[src/rtl/fpsf_pkg.sv]
package fpsf_pkg;

   localparam int unsigned EXC_W   = 6;
   localparam int unsigned OPND_W  = 16;
   localparam int unsigned MASK_LO = 8;

   localparam int unsigned EXC_INVALID   = 0;
   localparam int unsigned EXC_OVERFLOW  = 1;
   localparam int unsigned EXC_UNDERFLOW = 2;
   localparam int unsigned EXC_DENORM    = 3;
   localparam int unsigned EXC_DIVZERO   = 4;
   localparam int unsigned EXC_INEXACT   = 5;

   // field order matches operand bits [7:2] (MSB first)
   typedef struct packed {
      logic any;
      logic inv;
      logic ovf;
      logic dbz;
      logic unf;
      logic inx;
   } fpsf_flags_t;

   localparam int unsigned FLAG_W  = $bits(fpsf_flags_t);
   localparam int unsigned FLAG_LO = 2;

endpackage

[src/rtl/fpsf_event_map.sv]
module fpsf_event_map
   import fpsf_pkg::*;
(
   input  logic [EXC_W-1:0] exc,
   output fpsf_flags_t      set_bits
);

   always_comb begin
      set_bits.any = |exc;
      set_bits.inv = exc[EXC_INVALID];
      set_bits.ovf = exc[EXC_OVERFLOW];
      set_bits.dbz = exc[EXC_DIVZERO];
      set_bits.unf = exc[EXC_UNDERFLOW] | exc[EXC_DENORM];
      set_bits.inx = exc[EXC_INEXACT]   | exc[EXC_DENORM];
   end

endmodule

[src/rtl/fpsf_wr_decode.sv]
module fpsf_wr_decode
   import fpsf_pkg::*;
#(
   parameter int unsigned RM_W = 2
)(
   input  logic [OPND_W-1:0] opnd,
   output fpsf_flags_t       flg_val,
   output fpsf_flags_t       flg_msk,
   output logic [RM_W-1:0]   rm_val,
   output logic [RM_W-1:0]   rm_msk
);

   logic [FLAG_W-1:0] val_vec;
   logic [FLAG_W-1:0] msk_vec;

   for (genvar gi = 0; gi < FLAG_W; gi++) begin : g_flag
      assign msk_vec[gi] = opnd[MASK_LO + FLAG_LO + gi];
      assign val_vec[gi] = opnd[FLAG_LO + gi] & msk_vec[gi];
   end

   assign flg_val = fpsf_flags_t'(val_vec);
   assign flg_msk = fpsf_flags_t'(msk_vec);

   for (genvar gr = 0; gr < RM_W; gr++) begin : g_rm
      assign rm_msk[gr] = opnd[MASK_LO + gr];
      assign rm_val[gr] = opnd[gr];
   end

endmodule

[src/rtl/fp_status_flags.sv]
module fp_status_flags
   import fpsf_pkg::*;
#(
   parameter int unsigned RM_W   = 2,
   parameter int unsigned RM_RST = 0
)(
   input  logic                 clk,
   input  logic                 rst,
   input  logic                 op_valid,
   input  logic [EXC_W-1:0]     op_exc,
   input  logic                 wr_en,
   input  logic [OPND_W-1:0]    wr_data,
   output logic                 flag_summary,
   output logic                 flag_invalid,
   output logic                 flag_overflow,
   output logic                 flag_divzero,
   output logic                 flag_underflow,
   output logic                 flag_inexact,
   output logic [RM_W-1:0]      round_mode,
   output logic [OPND_W-1:0]    rd_word
);

   localparam int unsigned RD_PAD = OPND_W - FLAG_W - FLAG_LO;
   localparam int unsigned RM_PAD = FLAG_LO - RM_W;

   if (RM_W < 1 || RM_W > FLAG_LO) begin : g_bad_rm_w
      $error("fp_status_flags: RM_W must be 1..%0d", FLAG_LO);
   end
   if (RM_RST >= (1 << RM_W)) begin : g_bad_rm_rst
      $error("fp_status_flags: RM_RST does not fit in RM_W bits");
   end

   fpsf_flags_t       set_bits;
   fpsf_flags_t       wr_val;
   fpsf_flags_t       wr_msk;
   logic [RM_W-1:0]   wr_rm_val;
   logic [RM_W-1:0]   wr_rm_msk;

   fpsf_flags_t       flg_q, flg_d;
   logic [RM_W-1:0]   rm_q, rm_d;

   fpsf_event_map u_map (
      .exc      (op_exc),
      .set_bits (set_bits)
   );

   fpsf_wr_decode #(.RM_W(RM_W)) u_dec (
      .opnd    (wr_data),
      .flg_val (wr_val),
      .flg_msk (wr_msk),
      .rm_val  (wr_rm_val),
      .rm_msk  (wr_rm_msk)
   );

   always_comb begin
      flg_d = flg_q;
      rm_d  = rm_q;
      if (wr_en) begin
         flg_d     = wr_val;
         flg_d.inx = (flg_q.inx & ~wr_msk.inx) | wr_val.inx;
         rm_d      = (rm_q & ~wr_rm_msk) | (wr_rm_val & wr_rm_msk);
      end else if (op_valid) begin
         flg_d.any = set_bits.any;
         flg_d.inv = flg_q.inv | set_bits.inv;
         flg_d.ovf = flg_q.ovf | set_bits.ovf;
         flg_d.dbz = flg_q.dbz | set_bits.dbz;
         flg_d.unf = flg_q.unf | set_bits.unf;
         flg_d.inx = flg_q.inx | set_bits.inx;
      end
   end

   always_ff @(posedge clk) begin
      if (rst) begin
         flg_q <= '0;
         rm_q  <= RM_W'(RM_RST);
      end else begin
         flg_q <= flg_d;
         rm_q  <= rm_d;
      end
   end

   assign flag_summary   = flg_q.any;
   assign flag_invalid   = flg_q.inv;
   assign flag_overflow  = flg_q.ovf;
   assign flag_divzero   = flg_q.dbz;
   assign flag_underflow = flg_q.unf;
   assign flag_inexact   = flg_q.inx;
   assign round_mode     = rm_q;

   if (RM_PAD == 0) begin : g_rd_full
      assign rd_word = {{RD_PAD{1'b0}}, flg_q, rm_q};
   end else begin : g_rd_pad
      assign rd_word = {{RD_PAD{1'b0}}, flg_q, {RM_PAD{1'b0}}, rm_q};
   end

   assert_reset_clears_R1: assert property (@(posedge clk)
      rst |=> (flg_q == '0 && rm_q == RM_W'(RM_RST)));

   assert_invalid_sets_R2: assert property (@(posedge clk) disable iff (rst)
      (op_valid && !wr_en && op_exc[EXC_INVALID]) |=> flag_invalid);

   assert_denorm_both_R3: assert property (@(posedge clk) disable iff (rst)
      (op_valid && !wr_en && op_exc[EXC_DENORM]) |=> (flag_underflow && flag_inexact));

   assert_clean_op_R5: assert property (@(posedge clk) disable iff (rst)
      (op_valid && !wr_en && op_exc == '0) |=> (!flag_summary && $stable(rd_word[6:2])));

   assert_idle_hold_R6: assert property (@(posedge clk) disable iff (rst)
      (!op_valid && !wr_en) |=> $stable(rd_word));

   assert_write_clears_R7: assert property (@(posedge clk) disable iff (rst)
      (wr_en && wr_data[15:11] == '0) |=> (rd_word[7:3] == '0));

   assert_inexact_keep_R8: assert property (@(posedge clk) disable iff (rst)
      (wr_en && !wr_data[10]) |=> $stable(flag_inexact));

   assert_rm_keep_R9: assert property (@(posedge clk) disable iff (rst)
      (wr_en && wr_data[MASK_LO +: RM_W] == '0) |=> $stable(round_mode));

   assert_write_wins_R10: assert property (@(posedge clk) disable iff (rst)
      (wr_en && op_valid) |=> (flag_summary == $past(wr_data[7] & wr_data[15])));

endmodule

[config.mk]
export PLATFORM = sky130hd
export DESIGN_NAME = fp_status_flags
export DESIGN_NICKNAME = d
export VERILOG_FILES = /design/src/rtl/fpsf_pkg.sv /design/src/rtl/fpsf_event_map.sv /design/src/rtl/fpsf_wr_decode.sv /design/src/rtl/fp_status_flags.sv
export SDC_FILE = /design/constraint.sdc
export NUM_CORES = 1
export LEC_CHECK = 0
export ABC_AREA = 1
export BUFFER_PORTS_ARGS = -buffer_cell sky130_fd_sc_hd__buf_2
export CORE_MARGIN = 2
export CORE_UTILIZATION = 34
export DETAILED_ROUTE_END_ITERATION = 10
export PLACE_DENSITY = 0.74
export SYNTH_ARGS = -nofsm -noshare
export SYNTH_HDL_FRONTEND = slang
export SYNTH_HIERARCHICAL = 1
export SYNTH_SLANG_ARGS = --single-unit
[constraint.sdc]
create_clock -name clk -period 0.8 [get_ports clk]
set_input_delay 0 -clock clk [delete_from_list [all_inputs] [get_ports clk]]
set_output_delay 0 -clock clk [all_outputs]
set_load 0.02 [all_outputs]
Word-level counts from Yosys, hierarchy flattened. Index checks and enable logic that the tools add are counted.

Register bits: 8. Input port bits: 26. Output and inout port bits: 24.

Mux-type cells: 2. Bitwise gates (word level): 20. Reduce and logical (&&, ||, !) cells: 2.

Operators by type and width (number): $mux W6 (2); $or A1 B1 Y1 (8); $and A1 B1 Y1 (7); $reduce_or A6 Y1 (1); $and A2 B2 Y2 (2); $not A2 Y2 (1); $or A2 B2 Y2 (1); $reduce_bool A2 Y1 (1); $not A1 Y1 (1).

Logic depth before layout (Yosys ltp). Gate-level depths: netlist (run 1).

Depth in word-level cells: 4. Gate-level depth with buffers: 6. Mapped depth without buffers: 6.

Cells and area by module. Netlist (run 1), hierarchy kept.

Modules (own cells, without submodules): fp_status_flags (instances 1, cells each 67, area each 471.7 um^2, seq. area each 160.2 um^2); fpsf_wr_decode (instances 1, cells each 22, area each 120.1 um^2, seq. area each 0.0 um^2); fpsf_event_map (instances 1, cells each 9, area each 48.8 um^2, seq. area each 0.0 um^2).

Worst setup path after synthesis (run 1). Ideal clock, no wire load.

Path type: register to register. From: reg, netlist name flag_summary. To: reg flg_q, in the netlist flag_summary. Setup time: 0.070 ns. Data arrival time: 0.675 ns. Required time: 0.730 ns. Slack: 0.055 ns. Cell stages (with the launch flop): 5. Path buffers: 0. Cells stage by stage: dfxtp_1 inv_1 nand2_1 nand2_1 a21oi_1.

RTL lines: end signal, assigned (RTL line fp_status_flags.sv:77) `flg_q <= flg_d;`; end, declared (RTL line fp_status_flags.sv:39) `fpsf_flags_t flg_q, flg_d;`.

==> results.md, run 1 <==
* Crit-path slowest cell: dfxtp_1
* WP buf/inv at 1
* Clock slew at reported path FFs at 0.05 ns
* Overall Power at 0.00108 W
* Via/cell ratio at 4.09
* Cell row count at 15
* Critical Path RT at 0.80 ns
* Starting Density at 0.357
* Pre-antenna DRT Iters at 4
* Die Height at 46.1 um
* Leak at 0.471 nW
* DRC at 0
* Total routed wirelength at 1170 um
* Post-DP HPWL at 980 um
* CP max FO at 3
* Minimum clock period at 0.768 ns
* Status: complete, no violations
* Hold WC Path Type: input port to register
* Netlist Area Pre-Place at 603 sq um
* Fillers at 186
* Port-buffer cells at 41
* Critical path arrival at 0.77 ns
* Skew final at 0 ns
* Post-CTS Setup Inserts at 0
* Chip Width at 46.1 um
* TritonCTS clock tree: done
* Per-cell routed wire length at 8.42 um
* Critical setup path kind: register to primary output
* Die footprint at 2130 sq um
* Max H-tree Level at 1
* Root Driver: clkbuf_4
* CP endpoint kind: primary output
* CP Cell Sequence: buf_2
* TritonCTS Buffers at 3
* VDD IR max at 0.000491 V
* Area Growth Syn to Fin at 22.2%
* Fin nets at 150
* CP startpoint kind: register
* Final setup fails at 0
* Final Wtd Congestion at 0.774
* Clock insertion delay at the later pin of the skew report at 0.25 ns
* Vias in the first global route at 447
* Reg2reg setup slack at 0.14 ns
* Mapped Cells at 93
* CTS max path bufs at 2
* Largest net degree at the start of global routing at 8
* Share of cells above drive strength 1 at 0.402
* Antenna viol nets, final at 0
* Avg Inst Size Synth at 6.48 sq um
* Final hold vios at 0
* GRT overflow at 0
* Slowest stage delay, CP at 0.34 ns
* Hold slack at 0.00970 ns
* Initial DRC count at 8
* Period utilisation layout at 0.960
* Top cell family by delay on the critical path: flip-flops
* Initial antenna violation count at 0
* Warnings, synthesis at 6
* Achievable frequency at 1300 MHz
* Max-slew violation count at 0
* Clock tree sinks at 8
* # IOs at 50
* P per Cell Area at 1470 nW/um^2
* N_diodes at 0
* RR Startpoint: flag_inexact$_SDFFE_PP0P_
* Core ar. at 1690 sq um
* Vias at 568
* GRT Total Usage at 0.120
* RSZ-0062 raised after global routing: true
* Max Cap Viol at 0
* Hold path startpoint: wr_data[1]
* First-pass GRT wire length at 1710 um
path summary, 6_finish.rpt:
path	end	cells after the start
max	round_mode[0]	1
min	register	3
max reg2reg	flag_inexact$_SDFFE_PP0P_	4
min reg2reg	register	2
routing by layer:
| metal | GRT usage | part of all wire | up-vias |
|---|---|---|---|
| li1 | - | - | 309 |
| met1 | 0.140 | 0.42 | 218 |
| met2 | 0.183 | 0.44 | 37 |
| met3 | 0.0353 | 0.13 | 4 |
| met4 | 0.0857 | 0.018 | 0 |
| met5 | 0 | 0 | - |
what timing repair did:
action / 4_1_cts / 5_1_grt
resized for setup: 0 / 10
hold buffers: 2 / 0
endpoints found under the hold margin: 2 / 0
endpoints found under the setup margin: 0 / 12
power breakdown:
group          switching (W)  total, W  internal [W]
clock network       0.000127  0.000298      0.000171
logic               0.000197  0.000335      0.000138
registers          0.0000191  0.000447      0.000428
total               0.000343   0.00108      0.000737
stage by stage:
stage	setup slack (ns)	setup TNS (ns)	util	area, sq um	instances
3_5_place_dp	0.128	0	0.398	672	134
2_1_floorplan	0.0552	0	-	629	100
4_1_cts	0.00747	0	0.423	714	139
5_1_grt	-0.0164	-0.0608	0.436	737	139
3_3_place_gp	0.153	0	0.398	672	134
6_report	0.0321	0	0.436	737	139
area by class of cell:
| class | count | area, sq um | area share |
|---|---|---|---|
| flip-flops and latches | 8 | 163 | 0.221 |
| clock buffers | 3 | 22.5 | 0.0306 |
| multi-input cells | 54 | 229 | 0.311 |
| repair buffers | 44 | 253 | 0.343 |
| well taps | 17 | 21.3 | 0.0289 |
| inverters | 13 | 48.8 | 0.0662 |
cell usage in the layout (no fill, tap or decap):
cell,instances
a21oi_1,7
nand3_1,5
dlygate4sd3_1,2
o21ai_0,5
buf_4,9
dfxtp_1,6
conb_1,8
or2_1,1
clkbuf_4,3
dfxtp_2,2
buf_2,33
inv_1,12
nand2_2,1
inv_2,1
nor2_1,7
nand2_1,20
Power figures use the tool's default switching activity.
==> run 2, diff against run 1 <==
- CELL_PAD_IN_SITES_DETAIL_PLACEMENT: unset -> 0
- CELL_PAD_IN_SITES_GLOBAL_PLACEMENT: unset -> 1
- CORE_UTILIZATION: 34 -> 22
- PLACE_DENSITY: 0.74 -> 0.76
==> run 2 against run 1 <==
Non-clock buffer count grew 3. Via count grew 4.4%. Largest cell class unchanged. Cell area grew 7.0%. First-iteration DRC count grew to 4.6 times the previous value. Clock power grew 3%.
==> results.md, run 2 (synthesis gave the netlist of run 1 again) <==
* Leak at 0.484 nW (+2.8%)
* Initial antenna violation count at 0 (unchanged)
* RR Startpoint: flag_summary$_SDFFE_PP0P_
* Period utilisation layout at 0.972 (+0.0123)
* Hold path startpoint: op_exc[4]
* CTS max path bufs at 2 (unchanged)
* Skew final at 0 ns (unchanged)
* RSZ-0062 raised after global routing: true
* Sequential Power Share at 0.404 (-0.010)
* Final hold vios at 0 (unchanged)
* Pre-antenna DRT Iters at 4 (unchanged)
* Max Cap Viol at 0 (unchanged)
* WP buf/inv at 1 (unchanged)
* Clk pwr share at 0.278 (+0.002)
* GRT overflow at 0 (unchanged)
* Net Sw Power at 0.000360 W (+5.1%)
* Final Instance Count excl. Fillers at 155 (+12%)
* Slowest stage delay, CP at 0.35 ns (about the same)
* Critical Path RT at 0.80 ns (about the same)
* Util after Layout at 0.310 (-0.127)
* CP endpoint kind: primary output
* Fillers at 299 (+61%)
* CP max FO at 3 (unchanged)
* Achievable frequency at 1290 MHz (-1.3%)
* Setup ws final at 0.0222 ns (-0.00982 ns)
* DRC at 0 (unchanged)
* Vias in the first global route at 510 (+14%)
* Chip Width at 56.4 um (+22%)
* Post-DP HPWL at 1110 um (+13%)
* Clock tree sinks at 8 (unchanged)
* Crit-path slowest cell: dfxtp_1
* Max-slew violation count at 0 (unchanged)
* TritonCTS clock tree: done
* Combinational power share at 0.319 (+0.009)
* Hold endpoint: flag_divzero$_SDFFE_PP0P_
* Initial DRC count at 37 (+29)
* Reg2reg setup slack at 0.13 ns (about the same)
* CP Cell Sequence: buf_2
* Final setup fails at 0 (unchanged)
* # IOs at 50 (unchanged)
* Per-cell routed wire length at 8.61 um (+2.2%)
* Hold WC Path Type: input port to register
* Worst r2r dst: flag_summary$_SDFFE_PP0P_
* CP startpoint kind: register
* Clock insertion delay at the later pin of the skew report at 0.25 ns (about the same)
* Placed Cells at 147 (+9.7%)
* Critical path arrival at 0.78 ns (about the same)
* Setup Total Neg Slack at 0 ns (unchanged)
* Starting Density at 0.237 (-0.120)
* Root Driver: clkbuf_4
* Die Height at 56.4 um (+22%)
* N_diodes at 0 (unchanged)
* TritonCTS Buffers at 3 (unchanged)
* Critical setup path kind: register to primary output
* P per Cell Area at 1410 nW/um^2 (-3.9%)
* Antenna viol nets, final at 0 (unchanged)
* Via/cell ratio at 3.83 (-6.4%)
* Max H-tree Level at 1 (unchanged)
* Port-buffer cells at 41 (unchanged)
* Vias at 593 (+4.4%)
* Sw Share at 0.324 (+0.00693)
* Total routed wirelength at 1340 um (+14%)
* Commonest non-fill, non-tap cell in the layout: buf_2
* Cell row count at 18 (+3)
* Setup WS pre-CTS at 0.118 ns (-0.0101 ns)
* Status: complete, no violations
* Cell Int Power at 0.000751 W (+1.8%)
* Hold path cells at 3 (unchanged)
* Most frequent cells in the layout: 31 x buf_2, 20 x nand2_1, 12 x inv_1, 11 x buf_4, 8 x conb_1
* Largest net degree at the start of global routing at 9 (+1)
* Core ar. at 2540 sq um (+51%)
* Cell depth of the worst flop-to-flop path at 4 (unchanged)
* Die footprint at 3180 sq um (+49%)
* Clock slew at reported path FFs at 0.05 ns (about the same)
* Top cell family by delay on the critical path: flip-flops
* First-pass GRT wire length at 2100 um (+23%)
* Share of cells above drive strength 1 at 0.392 (-0.00964)
* Final Wtd Congestion at 0.699 (-9.7%)
* VDD IR max at 0.000470 V (-4.4%)
* Fin nets at 153 (+2.0%)
* GRT Total Usage at 0.0854 (-0.0342)
* Minimum clock period at 0.778 ns (+0.00982 ns)
* Area Growth Syn to Fin at 30.7%
[run 2: worst min-delay path, stage by stage]
cell     delay (ns)
buf_2          0.11
nand2_1        0.06
a21oi_1        0.05
[run 2: worst max-delay path by stage]
stage | from | endpoint | slack (ns) | cells after the start
final | flag_inexact$_SDFFE_PP0P_ | flag_inexact | 0.02 | 1
after floorplan | flag_summary$_SDFFE_PP0P_ | flag_summary$_SDFFE_PP0P_ | 0.06 | 4
after CTS | flag_underflow$_SDFFE_PP0P_ | flag_underflow | 0.005 | 1
after global routing | flag_inexact$_SDFFE_PP0P_ | flag_inexact | -0.02 | 1
after global placement | op_exc[3] | flag_inexact$_SDFFE_PP0P_ | 0.14 | 6
after detailed placement | op_exc[3] | flag_inexact$_SDFFE_PP0P_ | 0.12 | 6
[run 2: area by class of cell]
class	count	area (sq um)	area share
timing repair buffer	47	288	0.365
multi-input combinational	54	229	0.290
sequential	8	163	0.206
inverter	13	48.8	0.0619
tap	30	37.5	0.0476
clock buffer	3	22.5	0.0286
[run 2: per-stage QoR]
stage	hold WS [ns]	instance area [sq um]	total power [W]
2_1_floorplan	0.0691	629	0.000729
3_3_place_gp	0.195	688	0.000767
3_5_place_dp	0.199	688	0.000771
4_1_cts	0.00724	761	0.00111
5_1_grt	0.0283	788	0.00118
6_report	0.0112	788	0.00111
[run 2: repair_timing]
action                                 CTS  global route
resized for setup                        0            12
setup endpoints to repair                0            12
endpoints found under the hold margin    4             0
hold buffers                             5             0
buffers inserted                         0             0
[run 2: power groups by stage]
stage	clock network (W)	registers [W]	logic [W]
floorplan	0	0.000485	0.000244
global placement	0	0.000452	0.000315
detailed placement	0	0.000454	0.000316
CTS	0.000325	0.000446	0.000336
global route	0.000345	0.000452	0.000388
finish	0.000308	0.000449	0.000354
[run 2: metal layers]
metal  global-route usage  vias up  part of all wire  wire length [um]
met2                0.131       41              0.42               556
li1                     -      314                 -                 -
met3               0.0346        2              0.14               181
met1                0.103      236              0.44               584
met4               0.0408        0            0.0097                13
met5                    0        -                 0                 0
